<file path="src/rtl/pwm_steer_pkg.sv">
package pwm_steer_pkg;

  typedef enum logic [1:0] {
    MODE_COMP  = 2'd0,
    MODE_INDEP = 2'd1,
    MODE_PP    = 2'd2,
    MODE_RSVD  = 2'd3
  } pwm_mode_e;

  // pin index: 1 = high side, 0 = low side
  typedef struct packed {
    pwm_mode_e  mode;
    logic       swap;
    logic       force_on;
    logic [1:0] pol;
    logic [1:0] pen;
  } steer_cfg_t;

  function automatic logic is_comp(input pwm_mode_e m);
    return (m == MODE_COMP) || (m == MODE_RSVD);
  endfunction

endpackage

</file>
<file path="src/rtl/pwm_cfg_reg.sv">
module pwm_cfg_reg
  import pwm_steer_pkg::*;
#(
  parameter int DT_W = 4
) (
  input  logic            clk,
  input  logic            rst_n,
  input  logic            wr,
  input  logic            lock,
  input  steer_cfg_t      wr_cfg,
  input  logic [DT_W-1:0] wr_dead,
  output steer_cfg_t      cfg_q,
  output logic [DT_W-1:0] dead_q
);

  steer_cfg_t      cfg_d;
  logic [DT_W-1:0] dead_d;

  always_comb begin
    cfg_d  = cfg_q;
    dead_d = dead_q;
    if (wr) begin
      cfg_d.swap     = wr_cfg.swap;
      cfg_d.force_on = wr_cfg.force_on;
      dead_d         = wr_dead;
      if (!lock) begin
        cfg_d.mode = wr_cfg.mode;
        cfg_d.pol  = wr_cfg.pol;
        cfg_d.pen  = wr_cfg.pen;
      end
    end
  end

  always_ff @(posedge clk or negedge rst_n) begin
    if (!rst_n) begin
      cfg_q  <= '{mode: MODE_COMP, swap: 1'b0, force_on: 1'b0, pol: 2'b00, pen: 2'b00};
      dead_q <= '0;
    end else if (wr) begin
      cfg_q  <= cfg_d;
      dead_q <= dead_d;
    end
  end

endmodule

</file>
<file path="src/rtl/pwm_deadtime.sv">
module pwm_deadtime #(
  parameter int DT_W = 4
) (
  input  logic            clk,
  input  logic            rst_n,
  input  logic            target,
  input  logic [DT_W-1:0] dead,
  output logic            out_h,
  output logic            out_l,
  output logic            busy
);

  logic            tgt_q, tgt_d;
  logic [DT_W-1:0] cnt_q, cnt_d;
  logic            upd;

  assign upd = (target != tgt_q) || (cnt_q != '0);

  always_comb begin
    tgt_d = tgt_q;
    cnt_d = cnt_q;
    if (target != tgt_q) begin
      tgt_d = target;
      cnt_d = dead;
    end else if (cnt_q != '0) begin
      cnt_d = cnt_q - 1'b1;
    end
  end

  always_ff @(posedge clk or negedge rst_n) begin
    if (!rst_n) begin
      tgt_q <= 1'b0;
      cnt_q <= '0;
    end else if (upd) begin
      tgt_q <= tgt_d;
      cnt_q <= cnt_d;
    end
  end

  assign busy  = (cnt_q != '0);
  assign out_h = tgt_q & ~busy;
  assign out_l = ~tgt_q & ~busy;

endmodule

</file>
<file path="src/rtl/pwm_mode_stage.sv">
module pwm_mode_stage
  import pwm_steer_pkg::*;
#(
  parameter int DT_W = 4
) (
  input  logic            clk,
  input  logic            rst_n,
  input  pwm_mode_e       mode,
  input  logic            duty_h,
  input  logic            duty_l,
  input  logic            comp_tgt,
  input  logic            cycle_start,
  input  logic [DT_W-1:0] dead,
  output logic            out_h,
  output logic            out_l,
  output logic            cmp_h,
  output logic            cmp_l,
  output logic            dt_busy,
  output logic            steer
);

  logic steer_q, steer_d;
  logic mh_q, ml_q, mh_d, ml_d;

  pwm_deadtime #(.DT_W(DT_W)) u_dead (
    .clk    (clk),
    .rst_n  (rst_n),
    .target (comp_tgt),
    .dead   (dead),
    .out_h  (cmp_h),
    .out_l  (cmp_l),
    .busy   (dt_busy)
  );

  always_comb begin
    steer_d = steer_q ^ cycle_start;
    mh_d    = 1'b0;
    ml_d    = 1'b0;
    case (mode)
      MODE_INDEP: begin
        mh_d = duty_h;
        ml_d = duty_l;
      end
      MODE_PP: begin
        mh_d = duty_h & ~steer_q;
        ml_d = duty_h & steer_q;
      end
      default: begin
        mh_d = 1'b0;
        ml_d = 1'b0;
      end
    endcase
  end

  always_ff @(posedge clk or negedge rst_n) begin
    if (!rst_n) begin
      steer_q <= 1'b0;
      mh_q    <= 1'b0;
      ml_q    <= 1'b0;
    end else begin
      steer_q <= steer_d;
      mh_q    <= mh_d;
      ml_q    <= ml_d;
    end
  end

  assign out_h = is_comp(mode) ? cmp_h : mh_q;
  assign out_l = is_comp(mode) ? cmp_l : ml_q;
  assign steer = steer_q;

endmodule

</file>
<file path="src/rtl/pwm_out_steer.sv">
module pwm_out_steer
  import pwm_steer_pkg::*;
#(
  parameter int DT_W       = 4,
  parameter int RST_STAGES = 2
) (
  input  logic            clk,
  input  logic            rst_n,
  input  logic            cycle_start,
  input  logic            duty_h,
  input  logic            duty_l,
  input  logic            ovr_en_h,
  input  logic            ovr_val_h,
  input  logic            ovr_en_l,
  input  logic            ovr_val_l,
  input  logic            cfg_wr,
  input  logic            cfg_lock,
  input  logic [1:0]      cfg_mode,
  input  logic            cfg_swap,
  input  logic            cfg_force_on,
  input  logic            cfg_pol_h,
  input  logic            cfg_pol_l,
  input  logic            cfg_pen_h,
  input  logic            cfg_pen_l,
  input  logic [DT_W-1:0] cfg_dead,
  output logic            pin_h,
  output logic            pin_l,
  output logic            oe_h,
  output logic            oe_l
);

  localparam int NPIN = 2;

  // reset: asserted asynchronously, released on the clock
  logic [RST_STAGES-1:0] rst_pipe;
  logic                  rst_core_n;

  always_ff @(posedge clk or negedge rst_n) begin
    if (!rst_n) rst_pipe <= '0;
    else        rst_pipe <= {rst_pipe[RST_STAGES-2:0], 1'b1};
  end
  assign rst_core_n = rst_pipe[RST_STAGES-1];

  steer_cfg_t      wr_cfg, cfg_q;
  logic [DT_W-1:0] dead_q;

  assign wr_cfg = '{mode:     pwm_mode_e'(cfg_mode),
                    swap:     cfg_swap,
                    force_on: cfg_force_on,
                    pol:      {cfg_pol_h, cfg_pol_l},
                    pen:      {cfg_pen_h, cfg_pen_l}};

  pwm_cfg_reg #(.DT_W(DT_W)) u_cfg (
    .clk     (clk),
    .rst_n   (rst_core_n),
    .wr      (cfg_wr),
    .lock    (cfg_lock),
    .wr_cfg  (wr_cfg),
    .wr_dead (cfg_dead),
    .cfg_q   (cfg_q),
    .dead_q  (dead_q)
  );

  // override routed through dead time when force-on is clear
  logic comp_mode, late_ovr, comp_tgt;
  assign comp_mode = is_comp(cfg_q.mode);
  assign late_ovr  = comp_mode & ~cfg_q.force_on;
  assign comp_tgt  = (late_ovr & ovr_en_h) ? ovr_val_h : duty_h;

  logic mode_h, mode_l, cmp_h, cmp_l, dt_busy, steer;

  pwm_mode_stage #(.DT_W(DT_W)) u_mode (
    .clk         (clk),
    .rst_n       (rst_core_n),
    .mode        (cfg_q.mode),
    .duty_h      (duty_h),
    .duty_l      (duty_l),
    .comp_tgt    (comp_tgt),
    .cycle_start (cycle_start),
    .dead        (dead_q),
    .out_h       (mode_h),
    .out_l       (mode_l),
    .cmp_h       (cmp_h),
    .cmp_l       (cmp_l),
    .dt_busy     (dt_busy),
    .steer       (steer)
  );

  // output path: override -> swap -> polarity -> ownership gate
  logic [NPIN-1:0] mode_v, ovr_en_v, ovr_val_v, ovr_o, swp_o, pin_v;
  assign mode_v    = {mode_h, mode_l};
  assign ovr_en_v  = {ovr_en_h, ovr_en_l};
  assign ovr_val_v = {ovr_val_h, ovr_val_l};

  genvar gi;
  generate
    for (gi = 0; gi < NPIN; gi++) begin : g_pin
      always_comb begin
        ovr_o[gi] = (!late_ovr && ovr_en_v[gi]) ? ovr_val_v[gi] : mode_v[gi];
      end
      assign swp_o[gi] = cfg_q.swap ? ovr_o[NPIN-1-gi] : ovr_o[gi];
      assign pin_v[gi] = cfg_q.pen[gi] & (swp_o[gi] ^ cfg_q.pol[gi]);
    end
  endgenerate

  assign pin_h = pin_v[1];
  assign pin_l = pin_v[0];
  assign oe_h  = cfg_q.pen[1];
  assign oe_l  = cfg_q.pen[0];

endmodule

</file>
<file path="config.mk">
export PLATFORM = sky130hd
export DESIGN_NAME = pwm_out_steer
export DESIGN_NICKNAME = d
export VERILOG_FILES = /design/src/rtl/pwm_steer_pkg.sv /design/src/rtl/pwm_cfg_reg.sv /design/src/rtl/pwm_deadtime.sv /design/src/rtl/pwm_mode_stage.sv /design/src/rtl/pwm_out_steer.sv
export SDC_FILE = /design/constraint.sdc
export NUM_CORES = 1
export LEC_CHECK = 0
export ABC_AREA = 1
export BUFFER_PORTS_ARGS = -buffer_cell sky130_fd_sc_hd__buf_2
export CORE_UTILIZATION = 40
export CTS_CLUSTER_DIAMETER = 60
export CTS_CLUSTER_SIZE = 8
export DETAILED_ROUTE_END_ITERATION = 7
export PLACE_DENSITY_LB_ADDON = 0.05
export SETUP_SLACK_MARGIN = 0.4
export SYNTH_ARGS = -nofsm -noshare
export SYNTH_HDL_FRONTEND = slang
export SYNTH_SLANG_ARGS = --single-unit
</file>
<file path="constraint.sdc">
create_clock -name clk -period 4.3 [get_ports clk]
set_clock_uncertainty 0.1 [all_clocks]
set_input_delay 0.645 -clock clk [delete_from_list [all_inputs] [get_ports clk]]
set_output_delay 0.645 -clock clk [all_outputs]
set_load 0.01 [all_outputs]
</file>
==> flow_summary.toml <==
[worst_setup_path]
timing.rr.start = "u_cfg.cfg_q[6]"
reg2reg_depth = 9
crit_arrival_ns = 1.96
regToRegEndpoint = "u_mode.u_dead.cnt_q[0]"
setup.worst_path.end_class = "output pin"
start_kind = "flip-flop"
rrSetupSlack_ns = 2.50
cp-startpoint = "u_cfg.cfg_q[6]"
required_ns = 3.56
path_max_fanout = 7
critical_path_class = "flip-flop to output pin"
timing.critical_path.to = "pin_h"

[sta]
setup_viol_count_final = 0
slew_headroom = 0.4651
min_period_over_period = 0.6292
slew_viol_final = 0
worst_pin_slew_ns = 0.8024
grt_setup_unrepaired = "false"
fmax_mhz = 369.6
worst_slack_ns = 1.595
finalCriticalPeriod_ns = 2.705
fin_tns_setup_ns = 0
finalHoldViolations = 0

[logic_synthesis]
ys_warn_count = 0
synth_cell_type_count = 18
ys_ff_latch = 22
syn-num-nets = 155
ys_seq_area_frac = 0.4966
netlist_area_um2 = 1109
synth_area_per_cell_um2 = 8.661
syn_inst = 128

[clock_network]
h-tree-depth = 1
clk-insertion-delay-late_ns = 0.30
clock-root-buffer = "clkbuf_4"
cts.sinks = 22
cts_resized = 0
clk_pin_slew_ns = 0.12
cts_buffers = 3
cts_buffer_depth = 2
cts_tree = "yes"

[die]
core-area_um2 = 2545
fp.dieW_um = 54.65
chipHeight_um = 54.65
initial_utilization = 0.4356
ios = 27
rows = 18
die_area_um2 = 2986

[route]
ant_nets = 0
drc = 0
avgRoutedWirePerCell_um = 10.08
drt_iter0_drc = 11
routed_via_density = 4.548
vias = 855
dr.pass1.iters = 4
routed_wl_um = 1895

[placed_design]
gp_congestion = 0.7549
pre_cts_slack_ns = 1.956
placedCellCount = 183
hpwl_um = 1484
port_buffers = 26

[cells_and_area]
final_layout_size_suffix_gt1_frac = 0.2405
final-instance-count-excl-fill = 188
n_fill_cell = 250
fin_nets = 186
syn_to_final_growth_pct = 20.43
diodes = 0

[job]
cap_violations = 0

[power_and_ir_drop]
ir_drop_v = 0.0002878
power.leakage_nw = 0.7249
p_per_area_nw_per_um2 = 474.2
finalPower_w = 0.0006330

[global_route]
first_global_vias = 798
grt.overflow.total = 0
grt_pass1_wl_um = 3215
antenna_found_initial = 0
grt_max_degree = 21
grt_usage = 0.1523

[run_status]
status = "finished, final reports clean"

[min_path]
min_path_type = "flip-flop to asynchronous set/reset pin"
## synthesized netlist by cell type (all sizes together)
| library cell | number | area share |
|---|---|---|
| nand3b | 1 | 0.0068 |
| mux2 | 5 | 0.051 |
| dfrtp | 22 | 0.50 |
| conb | 1 | 0.0034 |
| nand3 | 8 | 0.041 |
| nor2 | 11 | 0.037 |
| xor2 | 5 | 0.046 |
| clkbuf | 1 | 0.0034 |
| o21ai | 8 | 0.046 |
| nand2 | 34 | 0.12 |
| xnor2 | 1 | 0.0079 |
| nor3 | 1 | 0.0045 |
| ha | 4 | 0.045 |
| inv | 19 | 0.064 |
| a21oi | 7 | 0.032 |
## worst min path at each step
stage,cells past startpoint,end
after global routing,0,rst_pipe[1]
after CTS,0,rst_pipe[1]
after floorplan,0,u_cfg.cfg_q[0]
after global placement,0,rst_pipe[1]
after detailed placement,0,rst_pipe[1]
final,0,u_cfg.dead_q[3]
## logic make-up (layout without fill, tap and decap cells)
| logic type | Yosys count | in the layout | synth area share |
|---|---|---|---|
| AO/OA/AOI/OAI | 15 | 15 | 0.07788 |
| XOR/XNOR | 6 | 6 | 0.05418 |
| adder cells (fa/ha/maj) | 4 | 4 | 0.04515 |
| buffers and inverters | 20 | 50 | 0.06772 |
| flip-flops | 22 | 22 | 0.4966 |
| multiplexers | 5 | 5 | 0.05079 |
| other | 1 | 1 | 0.003383 |
| AND/OR/NAND/NOR | 55 | 55 | 0.2043 |
## critical path, cell delays in order (launching register included)
cell and delay [ns]:
dfrtp_1 0.37, inv_1 0.06, ha_1 0.41, inv_1 0.08, nor2_1 0.14, nor2_1 0.06
nand3_1 0.09, nand3_1 0.10, a21oi_1 0.16, nor2_1 0.06, buf_2 0.13
## cell usage in the layout, fill, tap and decap left out, drive strengths merged
cell type	synthesis	layout
nand3	8	8
nand2	34	34
o21ai	8	8
bufinv	0	1
xor2	5	5
ha	4	4
buf	0	26
mux2	5	5
dfrtp	22	22
conb	1	1
nor3	1	1
xnor2	1	1
clkbuf	1	3
nor2	11	11
nand3b	1	1
a21oi	7	7
dlygate4sd3	0	1
inv	19	19
## registers in the layout, indices dropped and copies added, names as in the netlist
name and count:
u_mode.u_dead.cnt_q 4, u_mode.u_dead.tgt_q 1, rst_pipe 2, u_cfg.dead_q 4, u_cfg.cfg_q 8, u_mode.mh_q 1
u_mode.steer 1, u_mode.ml_q 1
## metal layers
metal / wire (um) / global-route usage / vias up
li1: - / - / 457
met1: 964 / 0.2003 / 381
met2: 848 / 0.2450 / 15
met3: 69 / 0.03333 / 2
met4: 12 / 0.05128 / 0
met5: 0 / 0 / -
## metrics by stage
stage / hold slack, ns / instance area, um^2 / util
3_5_place_dp: 0.2380 / 1272 / 0.5000
3_3_place_gp: 0.2377 / 1272 / 0.5000
2_1_floorplan: 0.1535 / 1109 / -
6_report: 0.2422 / 1335 / 0.5246
5_1_grt: 0.2878 / 1335 / 0.5246
4_1_cts: 0.2734 / 1335 / 0.5246
## area by class of cell
class	instances	area [um^2]	share of cell area
well taps	30	37.54	0.02812
inverters	19	71.32	0.05342
multi-input cells	86	483.0	0.3618
clock buffers	3	22.52	0.01687
repair buffers	27	140.1	0.1050
clock inverters	1	30.03	0.02249
flip-flops and latches	22	550.5	0.4124
## power breakdown
part | internal (W) | switching, W
registers | 0.000248 | 0.0000347
clock network | 0.0000941 | 0.0000626
logic | 0.0000841 | 0.000110
## what timing repair did
| action | CTS | global route |
|---|---|---|
| hold endpoints to repair | 2 | 0 |
| buffers inserted | 0 | 0 |
| hold buffers | 1 | 0 |
No activity file was read; power rests on OpenSTA's default activity.
